File: config.mk
export PLATFORM = sky130hd
export DESIGN_NAME = serial_power_mul
export DESIGN_NICKNAME = d
export VERILOG_FILES = /design/src/rtl/pwrmul_pkg.sv /design/src/rtl/spm_ctrl.sv /design/src/rtl/spm_datapath.sv /design/src/rtl/serial_power_mul.sv
export SDC_FILE = /design/constraint.sdc
export NUM_CORES = 1
export LEC_CHECK = 0
export BUFFER_PORTS_ARGS = -buffer_cell sky130_fd_sc_hd__buf_4
export CORE_MARGIN = 2
export CORE_UTILIZATION = 30
export CTS_CLUSTER_DIAMETER = 40
export DETAILED_ROUTE_END_ITERATION = 12
export GPL_TIMING_DRIVEN = 0
export PLACE_DENSITY = 0.55
export SLEW_MARGIN = 20
export SYNTH_ARGS = -nofsm -noshare
export SYNTH_HDL_FRONTEND = slang
export SYNTH_HIERARCHICAL = 1
export SYNTH_SLANG_ARGS = --single-unit
File: constraint.sdc
create_clock -name clk -period 6.32 [get_ports clk]
set_clock_uncertainty 0.15 [all_clocks]
set_input_delay 1.264 -clock clk [delete_from_list [all_inputs] [get_ports clk]]
set_output_delay 1.264 -clock clk [all_outputs]
set_load 0.02 [all_outputs]
File: src/rtl/pwrmul_pkg.sv
package pwrmul_pkg;

  localparam int PM_DATA_W = 16;
  localparam int PM_FRAC_W = 14;

  typedef enum logic [1:0] {
    ST_IDLE = 2'd0,
    ST_RUN  = 2'd1,
    ST_BYP  = 2'd2
  } pm_state_e;

endpackage

File: src/rtl/spm_ctrl.sv
module spm_ctrl
  import pwrmul_pkg::*;
#(
  parameter int STEPS = PM_DATA_W
) (
  input  logic clk,
  input  logic rst,
  input  logic start_i,
  input  logic pwr_mode_i,
  output logic load_o,
  output logic run_o,
  output logic last_o,
  output logic byp_o
);

  localparam int CW = (STEPS > 1) ? $clog2(STEPS) : 1;
  localparam logic [CW-1:0] LAST_IDX = CW'(STEPS - 1);

  pm_state_e       state;
  logic [CW-1:0]   cnt;

  always_comb begin
    load_o = start_i && (state == ST_IDLE);
    run_o  = (state == ST_RUN);
    last_o = run_o && (cnt == LAST_IDX);
    byp_o  = (state == ST_BYP);
  end

  always_ff @(posedge clk) begin
    if (rst) begin
      state <= ST_IDLE;
      cnt   <= '0;
    end else begin
      case (state)
        ST_IDLE: begin
          cnt <= '0;
          if (start_i) state <= pwr_mode_i ? ST_RUN : ST_BYP;
        end
        ST_RUN: begin
          cnt <= cnt + 1'b1;
          if (cnt == LAST_IDX) state <= ST_IDLE;
        end
        ST_BYP:  state <= ST_IDLE;
        default: state <= ST_IDLE;
      endcase
    end
  end


  run_end_chk: assert property (@(posedge clk) disable iff (rst)
    last_o |=> (state == ST_IDLE));


  run_hold_chk: assert property (@(posedge clk) disable iff (rst)
    (run_o && !last_o) |=> run_o);

endmodule

File: src/rtl/spm_datapath.sv
module spm_datapath #(
  parameter int DATA_W = 16,
  parameter int FRAC_W = 14,
  parameter int PROD_W = 2 * DATA_W
) (
  input  logic              clk,
  input  logic              rst,
  input  logic              load_i,
  input  logic              run_i,
  input  logic              last_i,
  input  logic [DATA_W-1:0] volt_i,
  input  logic [DATA_W-1:0] curr_i,
  output logic [PROD_W-1:0] prod_o,
  output logic [PROD_W-1:0] bypass_o
);

  localparam int EXT_W = PROD_W - DATA_W;

  logic [PROD_W-1:0] mcand;
  logic [DATA_W-1:0] mplier;
  logic [PROD_W-1:0] acc;
  logic [PROD_W-1:0] pp;

  // one partial product per multiplier bit; the sign bit weighs negative
  always_comb begin
    pp       = mplier[0] ? mcand : '0;
    prod_o   = last_i ? (acc - pp) : (acc + pp);
    bypass_o = mcand << FRAC_W;
  end

  always_ff @(posedge clk) begin
    if (rst) begin
      mcand  <= '0;
      mplier <= '0;
      acc    <= '0;
    end else if (load_i) begin
      mcand  <= {{EXT_W{volt_i[DATA_W-1]}}, volt_i};
      mplier <= curr_i;
      acc    <= '0;
    end else if (run_i) begin
      acc    <= prod_o;
      mcand  <= mcand << 1;
      mplier <= mplier >> 1;
    end
  end

endmodule

File: src/rtl/serial_power_mul.sv
module serial_power_mul
  import pwrmul_pkg::*;
#(
  parameter int DATA_W = PM_DATA_W,
  parameter int FRAC_W = PM_FRAC_W
) (
  input  logic                  clk,
  input  logic                  rst,
  input  logic                  start_i,
  input  logic                  pwr_mode_i,
  input  logic [DATA_W-1:0]     volt_i,
  input  logic [DATA_W-1:0]     curr_i,
  output logic [2*DATA_W-1:0]   result_o,
  output logic                  done_o
);

  localparam int PROD_W = 2 * DATA_W;
  localparam int SGN_LO = DATA_W + FRAC_W - 1;

  logic              load, run, last, byp;
  logic [PROD_W-1:0] prod, bypass;

  spm_ctrl #(.STEPS(DATA_W)) ctrl_i (
    .clk        (clk),
    .rst        (rst),
    .start_i    (start_i),
    .pwr_mode_i (pwr_mode_i),
    .load_o     (load),
    .run_o      (run),
    .last_o     (last),
    .byp_o      (byp)
  );

  spm_datapath #(.DATA_W(DATA_W), .FRAC_W(FRAC_W), .PROD_W(PROD_W)) dp_i (
    .clk      (clk),
    .rst      (rst),
    .load_i   (load),
    .run_i    (run),
    .last_i   (last),
    .volt_i   (volt_i),
    .curr_i   (curr_i),
    .prod_o   (prod),
    .bypass_o (bypass)
  );

  always_ff @(posedge clk) begin
    if (rst) begin
      result_o <= '0;
      done_o   <= 1'b0;
    end else begin
      done_o <= last || byp;
      if (last)     result_o <= prod;
      else if (byp) result_o <= bypass;
    end
  end


  done_pulse_chk: assert property (@(posedge clk) disable iff (rst)
    done_o |=> !done_o);


  result_hold_chk: assert property (@(posedge clk) disable iff (rst)
    !done_o |-> $stable(result_o));


  byp_low_zero_chk: assert property (@(posedge clk) disable iff (rst)
    (done_o && $past(byp)) |-> (result_o[FRAC_W-1:0] == '0));


  byp_sign_chk: assert property (@(posedge clk) disable iff (rst)
    (done_o && $past(byp)) |->
      ($countones(result_o[PROD_W-1:SGN_LO]) == 0 ||
       $countones(result_o[PROD_W-1:SGN_LO]) == PROD_W - SGN_LO));

endmodule

==> flow_summary.toml, run 1 <==
[critical_path]
crit_fanout = 19
crit_path_end_kind = "flip-flop"
worst-r2r-setup-slack_ns = 0.68
cp_cell_sequence = "buf_2 > clkbuf_2 > clkbuf_2 > nand2_1 > ha_1 > nand3_1 > a21oi_1 > and3_2 > nor2_1 > o311ai_1 > ha_1 > clkbuf_1 > and2_1 > nand3_1 > or3_1 > a31oi_1 > o21ai_1 > xor2_1 > nor2b_1 > a211oi_2"
crit_type = "reg2reg"
crit_arrival_ns = 5.84
rr_worst_depth = 20
cp_slowest_stage_delay_ns = 0.56
cp.required_ns = 6.51
cpMaxStageDelayCell = "dfxtp_1"
critPathLaunchType = "flip-flop"

[cells_and_area]
syn_to_final_growth_pct = 19.32
final-seq-area_sq_um = 2382
nFillCells = 2813
nNetsFinal = 1178
antenna_cells = 0
drive_gt1_frac = 0.1802
final_util = 0.3660
multi_input_area_sq_um = 5298

[global_route]
grt_pass1_vias = 7023
grt_pass1_wl_microns = 39630
grt-ovfl-total = 0
grt.total_usage = 0.1770
antenna_found_initial = 0
grt_max_degree = 17

[floorplan]
io_pins = 69
design.die.area_sq_um = 28980
dieWidth_microns = 170.2
rows = 60
initial_core_util = 0.3068
die_h_microns = 170.2
core_sq_um = 27030

[status]
status = "completed"

[drt]
vias_per_cell = 5.171
drtAntennaViolNets = 0
drc = 0
vias = 7560
detail_route.wl_per_cell_microns = 17.46
dr.pass1.iters = 7
drt_iter0_drc = 588
wl_microns = 25530

[placed_design]
routabilityCongestion = 0.8936
post-dp-hpwl_microns = 19340
port_buffers = 68
dp_slack_ns = -0.004637

[synthesis]
yosysTopAreaCell = "dfxtp_1"
yosys.area_share.simple = 0.2065
synth_top_area_frac = 0.2874
synthTopCellsByArea = "dfxtp_1 29%, mux2i_1 9.5%, nor2_1 6.7%, a21oi_1 5.0%, ha_1 5.0%"
syn_inst = 1009
async_reset_ff_frac = 0
synth_top_family_by_area = "compound AO/OA/AOI/OAI gates"
synth_compound_area_frac = 0.2256
yosysUniqueCellTypes = 73
ys_ff_latch = 119
synthFlopType = "dfxtp_1"
synth_xor_area_frac = 0.05267
yosysWarnings = 6
yosysSeqAreaShare = 0.2874
syn_avg_cell_area_sq_um = 8.217
synth-edff-count = 0
synth_fa_ha_area_frac = 0.05222
netlist_area_sq_um = 8290
muxShareOfSynthArea = 0.09538

[clock_network]
clock-sinks = 119
htreeDepth = 4
tritoncts = "built"
cts.hold.buffers_added = 0
insertion_delay_ns = 0.42
cts_buffer_depth = 2
cts_post_setup_buffers_inserted = 0
root_buffer = "clkbuf_16"
numCtsBuffers = 17
path_clk_slew_ns = 0.06

[hold_path]
hold_depth = 2
min_path_type = "reg2reg"

[timing]
finalHoldViolations = 0
rsz0062_at_grt = "no"
worst_slack_ns = 0.6771
finalSetupViolations = 0
fin_crit_sh = 0.8929
period_minus_slack_ns = 5.643
tightest_slew_ns = 0.8957
slew_violations = 0
hold_ws_ns = 0.3283
fmax_mhz = 177.2
slew_headroom = 0.3950

[power_and_ir_drop]
p_leak_nw = 3.937
power_mw = 2.834
vdd_drop_max_mv = 0.1878
power_density_nw_per_um2 = 286.5

[job]
drv_cap = 0
[where the power goes]
| part | switching, mW | internal, mW |
|---|---|---|
| logic | 0.596 | 0.384 |
| clock network | 0.374 | 0.633 |
| registers | 0.0527 | 0.795 |
[state kept, by name, summed over array words and instances, names as in the netlist]
register and count:
done_o 1, dp_i/mplier 16, dp_i/mcand 32, result_o 32, dp_i/acc 32, ctrl_i/state 2, ctrl_i/cnt 4
[routing by layer]
layer  vias up  part of all wire  track usage
li1       3763                 -            -
met1      3563              0.48       0.2439
met2       207              0.45       0.2824
met3        27             0.046      0.03186
met4         0             0.017      0.05017
met5         -                 0            0
[final timing paths]
kind	startpoint	endpoint
worst min-delay path	dp_i/acc[18]$_SDFFE_PP0P_	dp_i/acc[18]$_SDFFE_PP0P_
worst max-delay path	dp_i/mplier[0]$_SDFFE_PP0P_	result_o[31]$_SDFFE_PP0P_
worst max register to register	dp_i/mplier[0]$_SDFFE_PP0P_	result_o[31]$_SDFFE_PP0P_
worst min register to register	dp_i/acc[18]$_SDFFE_PP0P_	dp_i/acc[18]$_SDFFE_PP0P_
[stage by stage]
step / area, sq um / std cells / setup TNS, ns
3_5_place_dp: 9276 / 1431 / -0.004637
4_1_cts: 9892 / 1463 / 0
5_1_grt: 9892 / 1462 / 0
3_3_place_gp: 9276 / 1431 / 0
2_1_floorplan: 8339 / 1022 / 0
6_report: 9892 / 1462 / 0
[timing repair]
action / 4_1_cts / 5_1_grt
pin swaps: 0 / 0
endpoints found under the setup margin: 2 / 10
gates resized for setup: 1 / 3
[synth_stat cells (6+ instances only)]
library cell,number
nor2_1,149
and2_1,21
xor2_1,29
buf_4,33
clkbuf_1,42
a21o_1,18
nor4_1,7
nand3_1,36
ha_1,33
nor3_1,13
dfxtp_1,119
nor3b_1,7
a21oi_1,83
a211oi_2,29
and3_1,6
o211ai_1,9
mux2i_1,79
xnor2_1,19
buf_2,7
o21ai_0,24
buf_1,6
a31oi_1,10
inv_1,24
a211oi_1,27
nand2_1,47
nor2b_1,38
or3_1,7
[kinds of logic after synthesis]
family	after synthesis
xor gates and xnor gates	49
and+or+nand+nor	353
other	1
DFF	119
AOI/OAI and AO/OA	254
muxes	79
buffers and inverters	120
adders and majority gates	34
[layout make-up]
| class | instances | area share |
|---|---|---|
| clock buffers | 18 | 0.04440 |
| multi-input cells | 783 | 0.5355 |
| well taps | 341 | 0.04313 |
| clock inverters | 14 | 0.01771 |
| plain buffers | 94 | 0.05730 |
| inverters | 25 | 0.009486 |
| repair buffers | 68 | 0.05161 |
| flip-flops and latches | 119 | 0.2408 |
[critical path, delay by kind of cell, from the launching register on]
family | cells | cell delay [ns]
fa+ha+maj | 2 | 0.60
buf+inv | 4 | 1.41
xor+xnor | 1 | 0.31
compound gates | 5 | 0.96
flops | 1 | 0.56
simple gates | 8 | 1.57
[layout by cell type (no fill, tap or decap), drive strengths merged, types with 5 or more instances in the layout]
master / netlist / final
a211oi: 56 / 56
a31oi: 11 / 11
nor3: 13 / 13
clkbuf: 42 / 60
clkinv: 1 / 7
inv: 24 / 26
nor3b: 7 / 7
o21bai: 5 / 5
mux2i: 79 / 79
nor2b: 38 / 38
o41ai: 6 / 6
nand3: 36 / 36
conb: 1 / 14
dfxtp: 119 / 119
o211ai: 10 / 10
nor4: 7 / 7
o21ai: 27 / 27
a21oi: 83 / 83
xnor2: 20 / 20
nand2: 47 / 47
buf: 53 / 120
ha: 33 / 33
nor2: 149 / 149
a21o: 18 / 18
and3: 7 / 7
or3: 7 / 7
nand3b: 5 / 5
xor2: 29 / 29
and2: 21 / 21
Note: power is estimated with default switching activity, not from simulation.
==> inputs of run 2 (changes only) <==
- CTS_BUF_LIST: not set -> sky130_fd_sc_hd__clkbuf_16
- MAX_ROUTING_LAYER: not set -> met4
- PLACE_DENSITY: 0.55 -> 0.56
==> flow_summary.toml, run 2 (same netlist as run 1, synthesis figures left out) <==
[cells_and_area]
final_area_sq_um = 9916
nNetsFinal = 1178
final_common_cell = "nor2_1"
largest_registers = "dp_i/acc (32), dp_i/mcand (32), result_o (32)"
syn_to_final_growth_pct = 19.60
final_cell_mix = "149 x nor2_1, 119 x dfxtp_1, 101 x buf_4, 83 x a21oi_1, 79 x mux2i_1"
nFillCells = 2830
drive_gt1_frac = 0.1784

[timing]
period_minus_slack_ns = 5.938
tns_ns = 0
fmax_mhz = 168.4
slew_headroom = 0.2684
fin_crit_sh = 0.9395
slew_violations = 0
tightest_slew_ns = 1.093
rsz0062_at_grt = "no"
finalHoldViolations = 0
finalSetupViolations = 0

[global_route]
grt_max_degree = 17
grt_pass1_wl_microns = 39590
grt.total_usage = 0.1827
grt_pass1_vias = 7083
grt-ovfl-total = 0
antenna_found_initial = 0

[clock_network]
htreeDepth = 4
clock-sinks = 119
path_clk_slew_ns = 0.06
tritoncts = "built"
numCtsBuffers = 17
insertion_delay_ns = 0.43
cts_buffer_depth = 2
cts_post_setup_buffers_inserted = 0
root_buffer = "clkbuf_16"

[critical_path]
crit_arrival_ns = 6.14
crit_path_end_kind = "flip-flop"
crit_buf_inv = 4
regToRegEndpoint = "result_o[31]$_SDFFE_PP0P_"
rr_worst_depth = 20
crit_fanout = 19
cp_cell_sequence = "buf_2 > clkbuf_2 > buf_1 > nand2_1 > ha_1 > nand3_1 > a21oi_1 > and3_2 > nor2_1 > o311ai_1 > ha_1 > clkbuf_1 > and2_1 > nand3_1 > or3_1 > a31oi_1 > o21ai_0 > xor2_1 > nor2b_1 > a211oi_2"
crit_type = "reg2reg"
worst-r2r-setup-slack_ns = 0.38
cp.required_ns = 6.52
critPathLaunchType = "flip-flop"
crit-reg2reg-launch = "dp_i/mplier[0]$_SDFFE_PP0P_"
cp_slowest_stage_delay_ns = 0.56
cpMaxStageDelayCell = "dfxtp_1"
cp_top_family = "simple AND/OR/NAND/NOR gates"

[hold_path]
min-delay-start = "dp_i/acc[18]$_SDFFE_PP0P_"
min_path_type = "reg2reg"
whs_endpoint = "dp_i/acc[18]$_SDFFE_PP0P_"
hold_depth = 2

[drt]
vias_per_cell = 5.207
drtAntennaViolNets = 0
wl_microns = 25540
drt_iter0_drc = 600
vias = 7618
detail_route.wl_per_cell_microns = 17.46
drc = 0
dr.pass1.iters = 5

[floorplan]
io_pins = 69
core_sq_um = 27030
die_h_microns = 170.2
design.die.area_sq_um = 28980
dieWidth_microns = 170.2
initial_core_util = 0.3068
rows = 60

[placed_design]
post-dp-hpwl_microns = 19220
routabilityCongestion = 0.9248
port_buffers = 68
dpl_cell_area_sq_um = 9276

[power_and_ir_drop]
p_leak_nw = 3.952
vdd_drop_max_mv = 0.1874
power_density_nw_per_um2 = 291.5
power_mw = 2.891

[status]
status = "completed"

[job]
drv_cap = 0
[run 2: worst min-delay path, delay by kind of cell (launching register included)]
family,cells,cell delay [ns]
AND/OR/NAND/NOR,1,0.06
flip-flops,1,0.31
AO/OA/AOI/OAI,1,0.06
[run 2: area by class of cell]
cell class              count  area, sq um  share of cell area
diodes                      1        2.502           0.0002524
plain buffers              94        565.5             0.05703
clock buffers              17        425.4             0.04290
clock inverters            15        214.0             0.02158
inverters                  25        93.84            0.009464
multi-input cells         783         5295              0.5340
flip-flops and latches    119         2382              0.2403
well taps                 341        426.7             0.04303
repair buffers             68        510.5             0.05148
[run 2: how the worst max path moves through the flow]
| stage | start | to | cells after the start |
|---|---|---|---|
| 2_1_floorplan | dp_i/mplier[0]$_SDFFE_PP0P_ | result_o[31]$_SDFFE_PP0P_ | 21 |
| 3_3_place_gp | dp_i/mplier[0]$_SDFFE_PP0P_ | result_o[31]$_SDFFE_PP0P_ | 21 |
| 3_5_place_dp | dp_i/mplier[0]$_SDFFE_PP0P_ | result_o[31]$_SDFFE_PP0P_ | 21 |
| 4_1_cts | dp_i/mplier[0]$_SDFFE_PP0P_ | result_o[31]$_SDFFE_PP0P_ | 21 |
| 5_1_grt | dp_i/mplier[0]$_SDFFE_PP0P_ | result_o[31]$_SDFFE_PP0P_ | 20 |
| 6_report | dp_i/mplier[0]$_SDFFE_PP0P_ | result_o[31]$_SDFFE_PP0P_ | 20 |
[run 2: per-layer routing]
| metal | wire length [microns] | share of wire | global-route usage |
|---|---|---|---|
| met1 | 12010 | 0.47 | 0.2447 |
| met3 | 1395 | 0.055 | 0.02860 |
| met4 | 468 | 0.018 | 0.05834 |
| met2 | 11660 | 0.46 | 0.2819 |
| met5 | 0 | 0 | - |
[run 2: power breakdown]
part	switching [mW]	internal (mW)
Sequential	0.0519	0.794
Clock	0.399	0.669
Combinational	0.593	0.383
[run 2: what timing repair did]
| item | in CTS | in global routing |
|---|---|---|
| resized for setup | 1 | 0 |
| setup endpoints to repair | 1 | 6 |
| hold buffers | 0 | 0 |
[run 2: stage by stage]
step                      worst slack, ns  utilization  hold slack, ns  cells
after floorplan                     1.640            -          0.2997   1022
after global placement           -0.01356       0.3432          0.3140   1431
after detailed placement         -0.04381       0.3432          0.3183   1431
after CTS                          0.1072       0.3669          0.3272   1463
after global routing              0.01112       0.3668          0.3407   1462
final                              0.3820       0.3669          0.3245   1463
